<file path="src/rtl/spi_pkt_pkg.sv">
package spi_pkt_pkg;

  typedef enum logic [1:0] {
    ERR_NONE  = 2'd0,
    ERR_SHORT = 2'd1,
    ERR_HUNT  = 2'd2,
    ERR_CRC   = 2'd3
  } errKind_t;

  typedef enum logic [2:0] {
    TX_ZERO, TX_HDR, TX_PAY, TX_CRCH, TX_CRCL
  } txSel_t;

  // strobes from control to datapath
  typedef struct packed {
    logic       crcClear;
    logic       crcUpdTx;
    logic       crcUpdRx;
    logic       capPay;
    logic       capCrcHi;
    txSel_t     txSel;
    logic [1:0] posCode;
  } dpCtrl_t;

  function automatic logic [15:0] crcStep(logic [15:0] c, logic [7:0] b);
    logic [15:0] r;
    r = c ^ {b, 8'h00};
    for (int i = 0; i < 8; i++)
      r = r[15] ? ((r << 1) ^ 16'h1021) : (r << 1);
    return r;
  endfunction

endpackage

</file>
<file path="src/rtl/spi_pkt_ctrl.sv">
module spi_pkt_ctrl
  import spi_pkt_pkg::*;
#(
  parameter int LEN_W      = 16,
  parameter int HUNT_LIMIT = 101,
  parameter int MIN_LOG    = 8,
  parameter int MAX_CODE   = 5
) (
  input  logic             clk,
  input  logic             rstN,
  input  logic             start,
  input  logic             dirRx,
  input  logic [LEN_W-1:0] totalLen,
  input  logic [2:0]       sizeCode,
  input  logic             crcEn,
  input  logic             inValid,
  input  logic             outReady,
  input  logic             xferAck,
  input  logic             rxIsStart,
  input  logic             crcOk,
  output dpCtrl_t          dp,
  output logic             xferReq,
  output logic             inReady,
  output logic             outValid,
  output logic             busy,
  output logic             done,
  output logic [1:0]       errCode
);
  localparam int TRY_W = $clog2(HUNT_LIMIT + 1);

  typedef enum logic [3:0] {
    S_IDLE, S_HDR, S_TPAY, S_TCRCH, S_TCRCL,
    S_HUNT, S_RPAY, S_ROUT, S_RCRCH, S_RCRCL, S_FIN
  } state_t;

  state_t           state;
  logic [LEN_W-1:0] totRem, pktRem, pktSize, thisLen;
  logic [TRY_W-1:0] tries;
  logic [2:0]       sizeLog;
  logic             firstPkt, crcOn, lastPkt;
  errKind_t         errReg;

  assign pktSize = {{(LEN_W-1){1'b0}}, 1'b1} << (4'(sizeLog) + 4'(MIN_LOG));
  assign lastPkt = totRem <= pktSize;
  assign thisLen = lastPkt ? totRem : pktSize;
  assign busy    = state != S_IDLE;
  assign done    = state == S_FIN;
  assign errCode = errReg;

  always_comb begin
    dp         = '0;
    dp.txSel   = TX_ZERO;
    dp.posCode = lastPkt ? 2'd3 : (firstPkt ? 2'd1 : 2'd2);
    xferReq    = 1'b0;
    inReady    = 1'b0;
    outValid   = 1'b0;
    case (state)
      S_HDR:   begin xferReq = 1'b1; dp.txSel = TX_HDR; dp.crcClear = xferAck; end
      S_TPAY:  begin
        xferReq     = inValid;
        dp.txSel    = TX_PAY;
        inReady     = inValid && xferAck;
        dp.crcUpdTx = inValid && xferAck;
      end
      S_TCRCH: begin xferReq = 1'b1; dp.txSel = TX_CRCH; end
      S_TCRCL: begin xferReq = 1'b1; dp.txSel = TX_CRCL; end
      S_HUNT:  begin xferReq = 1'b1; dp.crcClear = xferAck && rxIsStart; end
      S_RPAY:  begin xferReq = 1'b1; dp.capPay = xferAck; dp.crcUpdRx = xferAck; end
      S_ROUT:  outValid = 1'b1;
      S_RCRCH: begin xferReq = 1'b1; dp.capCrcHi = xferAck; end
      S_RCRCL: xferReq = 1'b1;
      default: ;
    endcase
  end

  always_ff @(posedge clk) begin
    if (!rstN) begin
      state    <= S_IDLE;
      totRem   <= '0;
      pktRem   <= '0;
      tries    <= '0;
      sizeLog  <= '0;
      firstPkt <= 1'b0;
      crcOn    <= 1'b0;
      errReg   <= ERR_NONE;
    end else begin
      case (state)
        S_IDLE: if (start) begin
          crcOn    <= crcEn;
          sizeLog  <= (sizeCode > 3'(MAX_CODE)) ? 3'(MAX_CODE) : sizeCode;
          totRem   <= totalLen;
          firstPkt <= 1'b1;
          tries    <= '0;
          if (totalLen <= LEN_W'(4)) begin
            errReg <= ERR_SHORT;
            state  <= S_FIN;
          end else begin
            errReg <= ERR_NONE;
            state  <= dirRx ? S_HUNT : S_HDR;
          end
        end
        S_HDR: if (xferAck) begin
          pktRem   <= thisLen;
          firstPkt <= 1'b0;
          state    <= S_TPAY;
        end
        S_TPAY: if (inValid && xferAck) begin
          pktRem <= pktRem - 1'b1;
          totRem <= totRem - 1'b1;
          if (pktRem == LEN_W'(1))
            state <= crcOn ? S_TCRCH : ((totRem == LEN_W'(1)) ? S_FIN : S_HDR);
        end
        S_TCRCH: if (xferAck) state <= S_TCRCL;
        S_TCRCL: if (xferAck) state <= (totRem == '0) ? S_FIN : S_HDR;
        S_HUNT: if (xferAck) begin
          if (rxIsStart) begin
            pktRem <= thisLen;
            tries  <= '0;
            state  <= S_RPAY;
          end else if (tries == TRY_W'(HUNT_LIMIT - 1)) begin
            errReg <= ERR_HUNT;
            state  <= S_FIN;
          end else begin
            tries <= tries + 1'b1;
          end
        end
        S_RPAY: if (xferAck) begin
          pktRem <= pktRem - 1'b1;
          totRem <= totRem - 1'b1;
          state  <= S_ROUT;
        end
        S_ROUT: if (outReady) begin
          if (pktRem != '0)  state <= S_RPAY;
          else if (crcOn)    state <= S_RCRCH;
          else               state <= (totRem == '0) ? S_FIN : S_HUNT;
        end
        S_RCRCH: if (xferAck) state <= S_RCRCL;
        S_RCRCL: if (xferAck) begin
          if (!crcOk) begin
            errReg <= ERR_CRC;
            state  <= S_FIN;
          end else begin
            state <= (totRem == '0) ? S_FIN : S_HUNT;
          end
        end
        S_FIN:   state <= S_IDLE;
        default: state <= S_IDLE;
      endcase
    end
  end
endmodule

</file>
<file path="src/rtl/spi_pkt_dp.sv">
module spi_pkt_dp
  import spi_pkt_pkg::*;
(
  input  logic       clk,
  input  logic       rstN,
  input  dpCtrl_t    dp,
  input  logic [7:0] inData,
  input  logic [7:0] xferRx,
  output logic [7:0] xferTx,
  output logic [7:0] outData,
  output logic       crcOk
);
  logic [15:0] crcReg;
  logic [7:0]  payHold, crcHiHold;

  always_ff @(posedge clk) begin
    if (!rstN) begin
      crcReg    <= 16'hFFFF;
      payHold   <= '0;
      crcHiHold <= '0;
    end else begin
      if (dp.crcClear)      crcReg <= 16'hFFFF;
      else if (dp.crcUpdTx) crcReg <= crcStep(crcReg, inData);
      else if (dp.crcUpdRx) crcReg <= crcStep(crcReg, xferRx);
      if (dp.capPay)   payHold   <= xferRx;
      if (dp.capCrcHi) crcHiHold <= xferRx;
    end
  end

  always_comb begin
    case (dp.txSel)
      TX_HDR:  xferTx = {6'b111100, dp.posCode};
      TX_PAY:  xferTx = inData;
      TX_CRCH: xferTx = crcReg[15:8];
      TX_CRCL: xferTx = crcReg[7:0];
      default: xferTx = 8'h00;
    endcase
  end

  assign outData = payHold;
  assign crcOk   = crcReg == {crcHiHold, xferRx};
endmodule

</file>
<file path="src/rtl/spi_pkt_framer.sv">
module spi_pkt_framer
  import spi_pkt_pkg::*;
#(
  parameter int LEN_W      = 16,
  parameter int HUNT_LIMIT = 101
) (
  input  logic             clk,
  input  logic             rstN,
  input  logic             start,
  input  logic             dirRx,
  input  logic [LEN_W-1:0] totalLen,
  input  logic [2:0]       sizeCode,
  input  logic             crcEn,
  input  logic [7:0]       inData,
  input  logic             inValid,
  output logic             inReady,
  output logic [7:0]       outData,
  output logic             outValid,
  input  logic             outReady,
  output logic             xferReq,
  output logic [7:0]       xferTx,
  input  logic             xferAck,
  input  logic [7:0]       xferRx,
  output logic             busy,
  output logic             done,
  output logic [1:0]       errCode
);
  dpCtrl_t dpCtrl;
  logic    crcOk;
  logic    rxIsStart;

  assign rxIsStart = xferRx[7:4] == 4'hF;

  spi_pkt_ctrl #(.LEN_W(LEN_W), .HUNT_LIMIT(HUNT_LIMIT)) u_ctrl (
    .clk, .rstN, .start, .dirRx, .totalLen, .sizeCode, .crcEn,
    .inValid, .outReady, .xferAck, .rxIsStart, .crcOk,
    .dp(dpCtrl), .xferReq, .inReady, .outValid, .busy, .done, .errCode
  );

  spi_pkt_dp u_dp (
    .clk, .rstN, .dp(dpCtrl), .inData, .xferRx, .xferTx, .outData, .crcOk
  );
endmodule

</file>
<file path="config.mk">
export PLATFORM = sky130hd
export DESIGN_NAME = spi_pkt_framer
export DESIGN_NICKNAME = d
export VERILOG_FILES = /design/src/rtl/spi_pkt_pkg.sv /design/src/rtl/spi_pkt_ctrl.sv /design/src/rtl/spi_pkt_dp.sv /design/src/rtl/spi_pkt_framer.sv
export SDC_FILE = /design/constraint.sdc
export NUM_CORES = 1
export LEC_CHECK = 0
export BUFFER_PORTS_ARGS = -buffer_cell sky130_fd_sc_hd__buf_2
export CAP_MARGIN = 40
export CORE_MARGIN = 4
export CORE_UTILIZATION = 50
export CTS_CLUSTER_SIZE = 10
export DETAILED_ROUTE_END_ITERATION = 8
export PLACE_DENSITY = 0.75
export SLEW_MARGIN = 20
export SYNTH_ARGS = -nofsm -noshare
export SYNTH_HDL_FRONTEND = slang
export SYNTH_SLANG_ARGS = --single-unit
</file>
<file path="constraint.sdc">
create_clock -name clk -period 3.9 [get_ports clk]
set_clock_uncertainty 0.2 [all_clocks]
set_input_delay 0.195 -clock clk [delete_from_list [all_inputs] [get_ports clk]]
set_output_delay 0.195 -clock clk [all_outputs]
set_load 0.01 [all_outputs]
</file>
; Word level (Yosys, flattened, before mapping)
; Index checks and enable logic that the tools add are counted.
[op_classes]
bitwise = 19
magnitude_cmp = 3
n_addsub = 4
n_shift = 1
reduce_logical = 21
muxes = 79
n_eq_ne = 36
[op_table]
columns = cell, count
row1 = 2-to-1 mux 13 bit, 16
row2 = 2-to-1 mux 16 bit, 11
row3 = 2-to-1 mux 4 bit, 21
row4 = one-hot mux 16 bit (4 select lines), 1
row5 = inverter 3 bit, 16
row6 = one-hot mux 16 bit (3 select lines), 1
row7 = one-hot mux 4 bit (10 select lines), 1
row8 = "equality test 16 x 1 -> 1 bit, second input constant", 2
row9 = one-hot mux 8 bit (4 select lines), 1
row10 = "subtractor 16 x 1 -> 16 bit, second input constant", 2
row11 = bitwise XOR 16 bit, 2
row12 = 2-to-1 mux 7 bit, 4
row13 = "inequality test 2 bit, second input constant", 11
row14 = 2-to-1 mux 2 bit, 9
row15 = equality test 16 bit, 1
row16 = "equality test 4 x 3 -> 1 bit, second input constant", 4
row17 = "equality test 4 bit, second input constant", 4
row18 = <= comparator 16 bit, 1
row19 = "<= comparator 16 x 3 -> 1 bit, second input constant", 1
row20 = zero test 16 bit, 1
row21 = nonzero test 16 bit, 1
row22 = "<< shifter 1 x 4 -> 16 bit, first input constant", 1
row23 = one-hot mux 7 bit (2 select lines), 1
row24 = one-hot mux 3 bit (4 select lines), 1
row25 = 30 further kinds, 49
[word_totals]
in_bits = 43
regBits = 82
out_inout_bits = 23
elab_cells = 174

; Longest topological paths before layout
; Gate-level depths: netlist of the first run.
[depth]
ltp_word = 19
depth_mapped = 12
ltp_nobuf = 9

; Cells and area by module
; A second synthesis of the first run with hierarchy kept.
[unflattened]
cells_unflattened = 759
area_unflattened_um2 = 5982.0
[by_module_without_submodules]
columns = mod, seq_area_each_um2, instances, area_each_um2, cells_per_inst
row1 = spi_pkt_ctrl, 1001.0, 1, 3774.9, 514
row2 = spi_pkt_dp, 640.6, 1, 2198.4, 244
row3 = spi_pkt_framer, 0.0, 1, 8.8, 1

; Least setup slack after synthesis of the first run
; OpenSTA, ideal clock, no wires.
[synth_path]
kind = reg-to-output
from = register u_ctrl.sizeLog[0]
to = output port xferTx[1]
path_slack_ps = 1125
n_path_buf = 3
stages_incl_launch_ff = 12
t_required_ps = 3505
t_arrival_ps = 2380
path_cell_list = dfxtp_1 -> clkbuf_1 -> or3b_2 -> ha_1 -> a21o_1 -> a31oi_1 -> a21oi_1 -> o21ai_2 -> buf_6 -> buf_8 -> o21ai_0 -> nand3_1
[synth_via]
elab_chain_cells = 5
[synth_rtl]
columns = element, line_no
row1 = start: declaration, spi_pkt_ctrl.sv:39  ; logic [2:0] sizeLog;
row2 = start signal: assignment, spi_pkt_ctrl.sv:90  ; sizeLog <= (sizeCode > 3'(MAX_CODE)) ? 3'(MAX_CODE) : sizeCode;
row3 = adder 3 x 4 -> 4 bit, spi_pkt_ctrl.sv:43  ; assign pktSize = {{(LEN_W-1){1'b0}}, 1'b1} << (4'(sizeLog) + 4'(MIN_LOG));
row4 = << shifter 1 x 4 -> 16 bit, spi_pkt_ctrl.sv:43
row5 = <= comparator 16 bit, spi_pkt_ctrl.sv:44  ; assign lastPkt = totRem <= pktSize;
row6 = 2-to-1 mux 2 bit, spi_pkt_ctrl.sv:53  ; dp.posCode = lastPkt ? 2'd3 : (firstPkt ? 2'd1 : 2'd2);
row7 = one-hot mux 8 bit (4 select lines), spi_pkt_dp.sv:31  ; case (dp.txSel)
row8 = end: declaration, spi_pkt_framer.sv:21  ; output logic [7:0] xferTx,
; No other way between the ends.

; Worst setup path in the final report of the first run
; Same ends and word-level chain as after synthesis.

==> results of run 1 <==
==> cell families after synthesis <==
logic type | synth area share, %
AO/OA/AOI/OAI | 23.68
buffers and inverters | 5.759
AND/OR/NAND/NOR | 22.86
XOR/XNOR | 10.79
multiplexers | 4.990
adder cells (fa/ha/maj) | 3.078
flip-flops | 28.84
==> path summary, 6_finish.rpt <==
kind	end	slack, ns	cells after the start
hold reg to reg	u_ctrl.errCode[1]$_SDFFE_PN0P_	0.29	1
hold / removal	u_ctrl.totRem[10]$_SDFFE_PN0P_	0.02	3
setup reg to reg	u_ctrl.pktRem[9]$_SDFFE_PN0P_	0.81	8
setup / recovery	xferTx[1]	0.45	9
==> layout make-up <==
| class | count | area, µm² | share of cell area, % |
|---|---|---|---|
| clock buffers | 11 | 252.7 | 3.877 |
| inverters | 21 | 78.83 | 1.209 |
| flip-flops and latches | 82 | 1642 | 25.18 |
| clock inverters | 5 | 85.08 | 1.305 |
| multi-input cells | 559 | 3740 | 57.37 |
| well taps | 140 | 175.2 | 2.687 |
| repair buffers | 86 | 545.5 | 8.369 |
==> power breakdown <==
part,switching (mW),total (mW),internal [mW]
clock,0.359,0.957,0.599
combinational,1.31,2.18,0.876
sequential,0.218,1.19,0.975
==> metrics by stage <==
stage,instances,area [µm²],utilization [%],hold slack [ns]
floorplan,716,5692,-,0.1310
CTS,903,6491,59.10,0.002135
global placement,877,6030,54.90,0.2385
detailed placement,878,6063,55.21,0.2463
finish,904,6519,59.35,0.01607
global route,904,6519,59.35,0.01492
==> cell usage in the layout (no fill, tap or decap), drive strengths merged, types with 15 or more instances in the layout <==
cell type / n
xnor2: 49
nand4: 17
nor4: 16
buf: 77
nor2: 74
nand2: 60
inv: 22
mux2i: 25
o21ai: 56
a21oi: 47
dfxtp: 82
nand3: 15
xor2: 16
==> metal layers <==
metal,wire (µm),vias up
li1,-,2698
met1,6940,2646
met2,7701,300
met3,1492,46
met4,417,0
met5,0,-
==> cell usage after synthesis (3+ instances only) <==
cell | instances | area [µm²]
dfxtp_1 | 82 | 1642
nor2_1 | 74 | 277.8
nand2_1 | 59 | 221.5
o21ai_0 | 54 | 270.3
xnor2_1 | 49 | 429.2
a21oi_1 | 47 | 235.2
clkbuf_1 | 36 | 135.1
mux2i_1 | 25 | 250.2
inv_1 | 20 | 75.07
nand4_1 | 16 | 100.1
xor2_1 | 16 | 140.1
nand3_1 | 15 | 75.07
a22oi_1 | 14 | 105.1
ha_1 | 14 | 175.2
nor4_1 | 13 | 81.33
a31oi_1 | 12 | 75.07
buf_2 | 12 | 60.06
o211ai_1 | 12 | 90.09
nor3_1 | 10 | 50.05
a211oi_1 | 7 | 52.55
a2bb2oi_1 | 7 | 61.31
o21a_1 | 7 | 52.55
nand3b_1 | 6 | 45.04
or3b_2 | 6 | 52.55
and3_1 | 5 | 31.28
a22o_1 | 4 | 35.03
a221oi_1 | 3 | 26.28
a222oi_1 | 3 | 30.03
and2_1 | 3 | 18.77
mux2_2 | 3 | 33.78
nand2b_1 | 3 | 18.77
nand4b_1 | 3 | 26.28
nor2b_1 | 3 | 18.77
o41ai_1 | 3 | 26.28
or2_2 | 3 | 18.77
or3_1 | 3 | 18.77
or4_1 | 3 | 22.52
==> worst min-delay path, cell delays in order <==
cell and delay [ns]:
buf_2 0.11, o32ai_1 0.11, a221oi_1 0.09
==> flip-flops by register name, summed over array words and instances, names as in the netlist <==
register         count
u_ctrl.pktRem       16
u_ctrl.totRem       16
u_dp.crcReg         16
u_dp.crcHiHold       8
u_dp.outData         8
u_ctrl.tries         7
u_ctrl.state         4
u_ctrl.sizeLog       3
u_ctrl.errCode       2
u_ctrl.crcOn         1
u_ctrl.firstPkt      1
==> timing repair <==
action | CTS | global route
setup endpoints to repair | 0 | 0
hold buffers | 9 | 0
buffers inserted | 0 | 0
hold endpoints to repair | 10 | 0
==> impl_results.md, run 1 <==
* DRC viols at 0
* Final Cycle Share at 88.48%
* Global placement routability congestion at 0.9925
* Routed length per placed instance at 18.31 µm
* P_leak at 2.607 nW
* Initial antenna violation count at 0
* Place WS at 0.8975 ns
* WL final at 16.55 mm
* Fillers at 1,002
* PnR worst setup slack at 0.4493 ns
* Routed via count at 5,690
* Hold Crit Class: primary input to flop
* M3 GR Usage at 5.867%
* Reg-to-reg critical path startpoint: u_ctrl.sizeLog[0]$_SDFFE_PN0P_
* Max Fclk at 289.8 MHz
* VDD IR max at 0.0003930 V
* Worst Tran Pin Value at 0.9830 ns
* Worst-path maximum fanout at 9
* Initial DRC Count at 664
* Critical path launch point: u_ctrl.sizeLog[0]$_SDFFE_PN0P_
* Slew Limit Headroom at 33.86%
* GRT Total Usage at 25.76%
* CP bufs+invs at 1
* Site Rows at 38
* Clk slew on worst S/H paths at 0.06 ns
* Unique masters post-synth at 83
* Req. time, crit path at 3.50 ns
* Share of cells above drive strength 1 at 17.28%
* Final setup viols at 0
* Largest net degree at the start of global routing at 47
* Mapped Avg Cell Area at 7.949 µm²
* Sequential fraction of the synthesis area at 28.84%
* Die width at 114.7 µm
* Via density at 6.294
* Clock latency on the worst-skew pair at 0.35 ns
* Area Growth Syn to Fin at 14.53%
* Gr ovfl total at 0
* Power Dens Cells at 664.7 nW/µm²
* Clk buf depth at 2
* Busiest layer in global routing: met2
* I/O pin cnt at 66
* Tot Pwr at 4.333 mW
* Cell Area, Synth at 5692 µm²
* Mapped Nets at 773
* Die area at 13,150 µm²
* Final #Nets at 816
* Fin crit period at 3.451 ns
* Cell Chain, Critical Path: or3b_2, ha_1, a21o_1, a31oi_1, a21oi_1, o21ai_2, o21ai_0, nand3_1, buf_2
* Final antenna diode count at 0
* Post-synthesis register bit count at 82
* Root buf cell: clkbuf_16
* Mapped Cells at 716
* Min-delay src: totalLen[10]
* RSZ-0062 raised after global routing: false
* Classification of the worst setup path: flop to output pin
* YS warnings at 0
* CP max stage cell: or3b_2
* Crit path arrival time at 3.06 ns
* CTS H-tree lvls at 3
* Initial core utilization at 51.82%
* Vias in the first global route at 5,529
* Die Height at 114.7 µm
* Crit path capture type: output pin
* Slew Viols, Final at 0
* CP peak stage delay at 0.50 ns
* CTS sink count at 82
* Number of flops mapped to enable cells by yosys at 0
* DRT Pass-1 Iters at 7
* Setup_tns at 0 ns
* Run status: finished clean
* CTS tree: done
* Post_cts resized at 0
* CP delay by family, top: compound AO/OA/AOI/OAI gates
* IO buf count at 65
* Met2 usage at 41.17%
* Antenna viol nets, final at 0
* CTS Buf Count at 9
* Maxcap violations at 0
* Met1 GRT Util at 33.78%
* Final hold violations at 0
* Core area at 10,980 µm²
* First-pass GRT wire length at 27.35 mm
* Main synth FF type: dfxtp_1
* Hpwl dp at 11.86 mm
* Worst setup SP type: flop
* Ys async rst share at 0%
Note: power is estimated with default switching activity, not from simulation.
==> run 2, diff against run 1 <==
CORE_UTILIZATION = 45   (was 50)
PLACE_DENSITY = 0.69   (was 0.75)
==> run 2 against run 1 <==
Compared with the run above:
- non-clock buffer count shrank 1
- fmax shrank 4.4%
- worst setup slack lost 0.16 ns
==> impl_results.md, run 2 (synthesis gave the netlist of run 1 again) <==
* CTS H-tree lvls at 3 (unchanged)
* Share of cells above drive strength 1 at 17.04% (-0.24 points)
* Die width at 120.5 µm (+5.0%)
* Placed cell area at 6075 µm² (+0.19%)
* Worst Tran Pin Value at 0.8565 ns (-0.1265 ns)
* DRT Pass-1 Iters at 7 (unchanged)
* Req. time, crit path at 3.50 ns (about the same)
* I/O pin cnt at 66 (unchanged)
* Core area at 12,210 µm² (+11%)
* Global placement routability congestion at 0.9238 (-6.9%)
* Run status: finished clean
* RSZ-0062 raised after global routing: false
* Vias in the first global route at 5,228 (-5.4%)
* Via density at 6.044 (-4.0%)
* WHS at 0.01606 ns (-0.00001530 ns)
* Initial core utilization at 46.61% (-5.2 points)
* Clk buf depth at 2 (unchanged)
* Clock Power Share at 21.6% (-0.5 points)
* Gr ovfl total at 0 (unchanged)
* Die area at 14,510 µm² (+10%)
* Site Rows at 40 (+5.3%)
* CTS Buf Count at 9 (unchanged)
* Largest net degree at the start of global routing at 47 (unchanged)
* Setup_tns at 0 ns (unchanged)
* Final antenna diode count at 0 (unchanged)
* Fillers at 1,209 (+21%)
* Die Height at 120.5 µm (+5.0%)
* First-pass GRT wire length at 26.83 mm (-1.9%)
* Root buf cell: clkbuf_16
* CTS tree: done
* Hold Crit Class: primary input to flop
* Final #Nets at 815 (-0.12%)
* Commonest non-fill, non-tap cell in the layout: dfxtp_1
* Crit path arrival time at 3.21 ns (+0.15 ns)
* Routed via count at 5,627 (-1.1%)
* Initial DRC Count at 460 (-31%)
* Final Cell Area at 6509 µm² (-0.15%)
* PnR worst setup slack at 0.2906 ns (-0.1587 ns)
* Initial antenna violation count at 0 (unchanged)
* Post-CTS Repair Setup Buffers at 0 (unchanged)
* GRT Total Usage at 22.81% (-2.9 points)
* Maxcap violations at 0 (unchanged)
* Place WS at 0.7092 ns (-0.1884 ns)
* Slew Viols, Final at 0 (unchanged)
* Slew Limit Headroom at 42.37% (+8.5 points)
* Worst setup SP type: flop
* P_leak at 2.582 nW (-0.96%)
* VDD IR max at 0.0003128 V (-20%)
* Worst-path maximum fanout at 12 (+3)
* Area Growth Syn to Fin at 14.35%
* Crit path capture type: output pin
* IO buf count at 65 (unchanged)
* Clock latency on the worst-skew pair at 0.35 ns (about the same)
* Switch Pwr at 1.860 mW (-1.2%)
* CTS sink count at 82 (unchanged)
* Fin cells at 931 (+3.0%)
* DRC viols at 0 (unchanged)
* Max Fclk at 277.1 MHz (-4.4%)
* Power Dens Cells at 654.4 nW/µm² (-1.5%)
* Multi-input gate area at 3734 µm² (-0.17%)
* Fin crit period at 3.609 ns (+0.1587 ns)
* Logic gate share of total power at 49.5% (-0.9 points)
* Sequential Area at 1642 µm² (unchanged)
* Hpwl dp at 11.80 mm (-0.53%)
* Internal at 2.399 mW (-2.1%)
* Switching share of power at 43.68% (+0.23 points)
* Final Cycle Share at 92.55% (+4.1 points)
* Placed Instances at 904 (+3.0%)
* Classification of the worst setup path: flop to output pin
* Final hold violations at 0 (unchanged)
* Clk slew on worst S/H paths at 0.06 ns (about the same)
* Final setup viols at 0 (unchanged)
* Antenna viol nets, final at 0 (unchanged)
* Routed length per placed instance at 17.74 µm (-3.1%)
* Most frequent cells in the layout: 82 x dfxtp_1, 74 x nor2_1, 66 x buf_2, 59 x nand2_1, 54 x o21ai_0
* Sequential power share at 28.9% (+1.4 points)
* Largest regs: u_ctrl.pktRem (16), u_ctrl.totRem (16), u_dp.crcReg (16)
* WL final at 16.52 mm (-0.19%)
==> run 2: cell count changes in the layout (fill, tap and decap cells not counted), sizes merged <==
| cell | change |
|---|---|
| buf | -2 |
| clkinv | +2 |
| clkbuf | -1 |
| clkinvlp | +1 |
| inv | -1 |
==> run 2: what timing repair did <==
action | 4_1_cts | 5_1_grt
endpoints found under the hold margin | 12 | 0
hold buffers | 9 | 0
resized for setup | 0 | 0
==> run 2: final cells by class <==
| type | instances | share of cell area, % |
|---|---|---|
| Clock buffer | 9 | 3.460 |
| Clock inverter | 7 | 1.442 |
| Tap cell | 168 | 3.230 |
| Multi-Input combinational cell | 559 | 57.36 |
| Sequential cell | 82 | 25.22 |
| Timing Repair Buffer | 85 | 8.074 |
| Inverter | 21 | 1.211 |
==> run 2: path summary, 6_finish.rpt <==
check | slack (ns) | endpoint | start | cells past startpoint
min reg2reg | 0.29 | u_dp.outData[4]$_SDFFE_PN0P_ | u_dp.outData[4]$_SDFFE_PN0P_ | 2
max reg2reg | 0.68 | u_ctrl.pktRem[13]$_SDFFE_PN0P_ | u_ctrl.sizeLog[0]$_SDFFE_PN0P_ | 9
min | 0.02 | u_ctrl.totRem[15]$_SDFFE_PN0P_ | totalLen[15] | 5
max | 0.29 | xferTx[1] | u_ctrl.sizeLog[0]$_SDFFE_PN0P_ | 10
==> run 2: through the flow <==
stage                     total power [mW]  utilization [%]
after floorplan                      2.806                -
after global routing                 4.549            53.30
after global placement               3.210            49.48
final                                4.259            53.30
after CTS                            4.241            53.09
after detailed placement             3.295            49.74
==> run 2: layer usage <==
metal  wire [µm]  vias up  share of wire, %  GRT usage, %
met3        1114       29               6.7         4.911
met5           0        -                 0             0
li1            -     2695                 -             -
met1        7219     2695                44         30.15
met2        7900      208                48         37.41
met4         285        0               1.7         6.799
==> run 2: power by group through the flow <==
stage | registers, mW | logic (mW) | clock network [mW]
detailed placement | 1.24 | 2.06 | 0
finish | 1.23 | 2.11 | 0.921
global placement | 1.23 | 1.98 | 0
global route | 1.26 | 2.32 | 0.974
CTS | 1.22 | 2.08 | 0.941
floorplan | 1.11 | 1.69 | 0
==> run 2: critical path: stages (launching register included) <==
cell	delay [ns]
dfxtp_1	0.46
or3b_2	0.50
ha_1	0.32
and3_1	0.19
o21ai_0	0.19
a21oi_1	0.11
o21ai_2	0.42
buf_4	0.28
o21ai_0	0.11
nand3_1	0.13
buf_2	0.13
==> run 3, diff against run 2 <==
ABC_AREA = 1   (was unset)
CORE_MARGIN = unset   (was 4)
==> run 3 against run 2 <==
Compared with the run above:
- final area increased by 4.4%
- synthesized cell count is 34% higher
- global-route usage rose by 3.2 points
- sequential cell count unchanged
- combinational power increased by 50%
- worst setup slack improved by 0.56 ns
- non-clock buffer count rose by 4
- clock power is 8.1% lower
- fmax up 18%
- count of clock-buffer cells in the layout rose by 4
- critical path type unchanged
==> impl_results.md, run 3 <==
* Run status: finished clean
* Slew Limit Headroom at 43.59% (+1.2 points)
* CP peak stage delay at 0.42 ns (-0.08 ns)
* Worst-path maximum fanout at 25 (+13)
* R2R cell count at 15 (+6)
* GRT Total Usage at 26.00% (+3.2 points)
* Mapped Avg Cell Area at 6.127 µm² (-23%)
* Count leader, synth: nand2_1
* Die width at 116.3 µm (-3.5%)
* CP bufs+invs at 5 (+3)
* Die Height at 116.3 µm (-3.5%)
* Worst Tran Pin Value at 0.8452 ns (-0.01130 ns)
* Initial DRC Count at 556 (+21%)
* PnR worst setup slack at 0.8467 ns (+0.5561 ns)
* CP max stage cell: dfxtp_1
* Classification of the worst setup path: flop to output pin
* Fillers at 1,308 (+8.2%)
* Setup_tns at 0 ns (unchanged)
* First-pass GRT wire length at 27.14 mm (+1.2%)
* Tot Pwr at 5.279 mW (+24%)
* Worst setup SP type: flop
* Min-delay src: totalLen[15]
* Ys async rst share at 0% (unchanged)
* Multi-input gate area at 3636 µm² (-2.6%)
* Maxcap violations at 0 (unchanged)
* Fin crit period at 3.053 ns (-0.5561 ns)
* Final Cycle Share at 78.29% (-14 points)
* Die area at 13,520 µm² (-6.9%)
* Reg2reg end: u_ctrl.pktRem[14]$_SDFFE_PN0P_
* Mapped Nets at 1,016 (+31%)
* YS warnings at 0 (unchanged)
* WL final at 17.12 mm (+3.6%)
* Hold path depth at 5 (unchanged)
* IO buf count at 65 (unchanged)
* Crit path capture type: output pin
* Most frequent CP cell: nand2_1
* Routed length per placed instance at 14.20 µm (-20%)
* VDD IR max at 0.0005077 V (+62%)
* Final Cell Area at 6797 µm² (+4.4%)
* Clock latency on the worst-skew pair at 0.35 ns (about the same)
* RSZ-0062 raised after global routing: false
* Initial antenna violation count at 0 (unchanged)
* Unique masters post-synth at 40 (-52%)
* Core area at 12,670 µm² (+3.8%)
* Largest regs: u_ctrl.pktRem (16), u_ctrl.totRem (16), u_dp.crcReg (16)
* Global placement routability congestion at 0.9243 (about the same)
* Place WS at 1.230 ns (+0.5206 ns)
* Final hold violations at 0 (unchanged)
* Clk buf depth at 2 (unchanged)
* Post-CTS Repair Setup Buffers at 0 (unchanged)
* Flop2flop setup slack at 1.29 ns (+0.61 ns)
* Site Rows at 41 (+2.5%)
* Vias in the first global route at 5,555 (+6.3%)
* Antenna viol nets, final at 0 (unchanged)
* Yosys top cell area share at 27.94% (-0.90 points)
* DRT Pass-1 Iters at 5 (-2)
* Share of cells above drive strength 1 at 11.51% (-5.5 points)
* P_leak at 3.223 nW (+25%)
* Slew Viols, Final at 0 (unchanged)
* Largest net degree at the start of global routing at 44 (-6.4%)
* Power Dens Cells at 776.8 nW/µm² (+19%)
* Req. time, crit path at 3.50 ns (about the same)
* Most frequent cells in the layout: 223 x nand2_1, 123 x nor2_1, 112 x inv_1, 100 x a21oi_1, 82 x dfxtp_1
* I/O pin cnt at 66 (unchanged)
* Routed via count at 6,280 (+12%)
* Clk slew on worst S/H paths at 0.06 ns (about the same)
* Final #Nets at 1,086 (+33%)
* CTS H-tree lvls at 3 (unchanged)
* CTS Buf Count at 9 (unchanged)
* Root buf cell: clkbuf_16
* CTS tree: done
* Main area contributors after synthesis: dfxtp_1 28%, nand2_1 14%, a21oi_1 8.5%
* Area Growth Syn to Fin at 15.67%
* Crit path arrival time at 2.66 ns (-0.55 ns)
* Initial core utilization at 46.37% (-0.24 points)
* CP delay by family, top: simple AND/OR/NAND/NOR gates
* Sequential fraction of the synthesis area at 27.94% (-0.90 points)
* Post-synthesis register bit count at 82 (unchanged)
* Hold Crit Class: primary input to flop
* Biggest area consumer among synthesized cells: dfxtp_1
* CTS sink count at 82 (unchanged)
* Hpwl dp at 12.39 mm (+5.0%)
* Gr ovfl total at 0 (unchanged)
* Main synth FF type: dfxtp_1
* Number of flops mapped to enable cells by yosys at 0 (unchanged)
* DRC viols at 0 (unchanged)
* Reg-to-reg critical path startpoint: u_ctrl.sizeLog[0]$_SDFFE_PN0P_
* Final antenna diode count at 0 (unchanged)
* Max Fclk at 327.5 MHz (+18%)
* Mapped Cells at 959 (+34%)
* Commonest non-fill, non-tap cell in the layout: nand2_1
* Sequential Area at 1642 µm² (unchanged)
* Final setup viols at 0 (unchanged)
* Placed cell area at 6314 µm² (+3.9%)
* WHS Endpoint: u_ctrl.totRem[15]$_SDFFE_PN0P_
* List of most frequent post-synthesis cells: 223 x nand2_1, 124 x nor2_1, 112 x inv_1
* Via density at 5.207 (-14%)
* Cell Area, Synth at 5876 µm² (+3.2%)
* Cell Chain, Critical Path: inv_1, nor3_1, inv_1, ha_1, nand2_1, inv_1, o21ai_0, nand2_1, nor2_1, nand2_1, nand2_2, inv_1, nand2_1, a21oi_1, nand2_1, buf_2
run 3: cell types whose count changed in the layout (fill, tap and decap cells not counted), moves of 14 or more:
cell	change
nand2_1	+164
inv_1	+92
a21oi_1	+53
nor2_1	+49
nand3_1	+38
xnor2_1	-27
mux2i_1	-24
o21ai_0	+21
a22oi_1	-14
run 3: cell type report:
cell class                 instances  area share [%]
clock buffer                      13           3.976
clock inverter                     3          0.3314
inverter                         122           6.738
multi-input combinational        725           53.50
sequential                        82           24.15
tap                              172           3.166
timing repair buffer              89           8.137
run 3: logic make-up (layout without fill, tap and decap cells):
group	count (synthesis)	count (layout)	share of synthesized area (%)
AND/OR/NAND/NOR	446	446	32.13
AO/OA/AOI/OAI	222	222	20.29
buffers and inverters	152	227	10.22
flip-flops	82	82	27.94
XOR/XNOR	42	42	6.261
adder cells (fa/ha/maj)	14	14	2.981
multiplexers	1	1	0.1704
run 3: report_power, final:
part	internal [mW]	leakage (nW)	switching [mW]
Clock	0.484	0.134	0.362
Sequential	1.03	0.669	0.248
Combinational	1.04	2.42	2.12
run 3: how the worst max path moves through the flow:
stage | startpoint | to | slack [ns] | depth (start not counted)
2_1_floorplan | u_ctrl.sizeLog[1]$_SDFFE_PN0P_ | xferTx[1] | 1.51 | 17
6_report | u_ctrl.sizeLog[0]$_SDFFE_PN0P_ | xferTx[1] | 0.85 | 16
3_5_place_dp | u_ctrl.sizeLog[0]$_SDFFE_PN0P_ | xferTx[1] | 1.23 | 16
4_1_cts | u_ctrl.sizeLog[0]$_SDFFE_PN0P_ | xferTx[1] | 0.85 | 16
3_3_place_gp | u_ctrl.sizeLog[0]$_SDFFE_PN0P_ | xferTx[1] | 1.29 | 16
5_1_grt | u_ctrl.sizeLog[1]$_SDFFE_PN0P_ | xferTx[1] | 0.44 | 16
run 3: worst min-delay path: stages:
cell,delay [ns]
buf_2,0.09
inv_1,0.05
a21oi_1,0.06
nand2_1,0.06
a21oi_1,0.05
run 3: per-stage QoR:
stage / util [%] / hold slack [ns] / cells
floorplan: - / 0.1376 / 959
global placement: 49.77 / 0.2568 / 1170
detailed placement: 49.83 / 0.2641 / 1171
CTS: 53.64 / 0.00005190 / 1206
global route: 53.64 / 0.02424 / 1206
finish: 53.64 / 0.01085 / 1206
run 3: layer usage:
layer  routed length, µm  share of wire (%)  vias to the layer above  track usage (%)
met5                   0                  0                        -                0
met4                 154               0.90                        0            6.154
met3                1195                7.0                       11            5.605
met2                7516                 44                      207            40.87
met1                8255                 48                     2816            36.17
li1                    -                  -                     3246                -
run 3: what timing repair did:
| action | in CTS | in global routing |
|---|---|---|
| hold endpoints to repair | 17 | 0 |
| hold buffers | 19 | 0 |
| resized for setup | 0 | 0 |
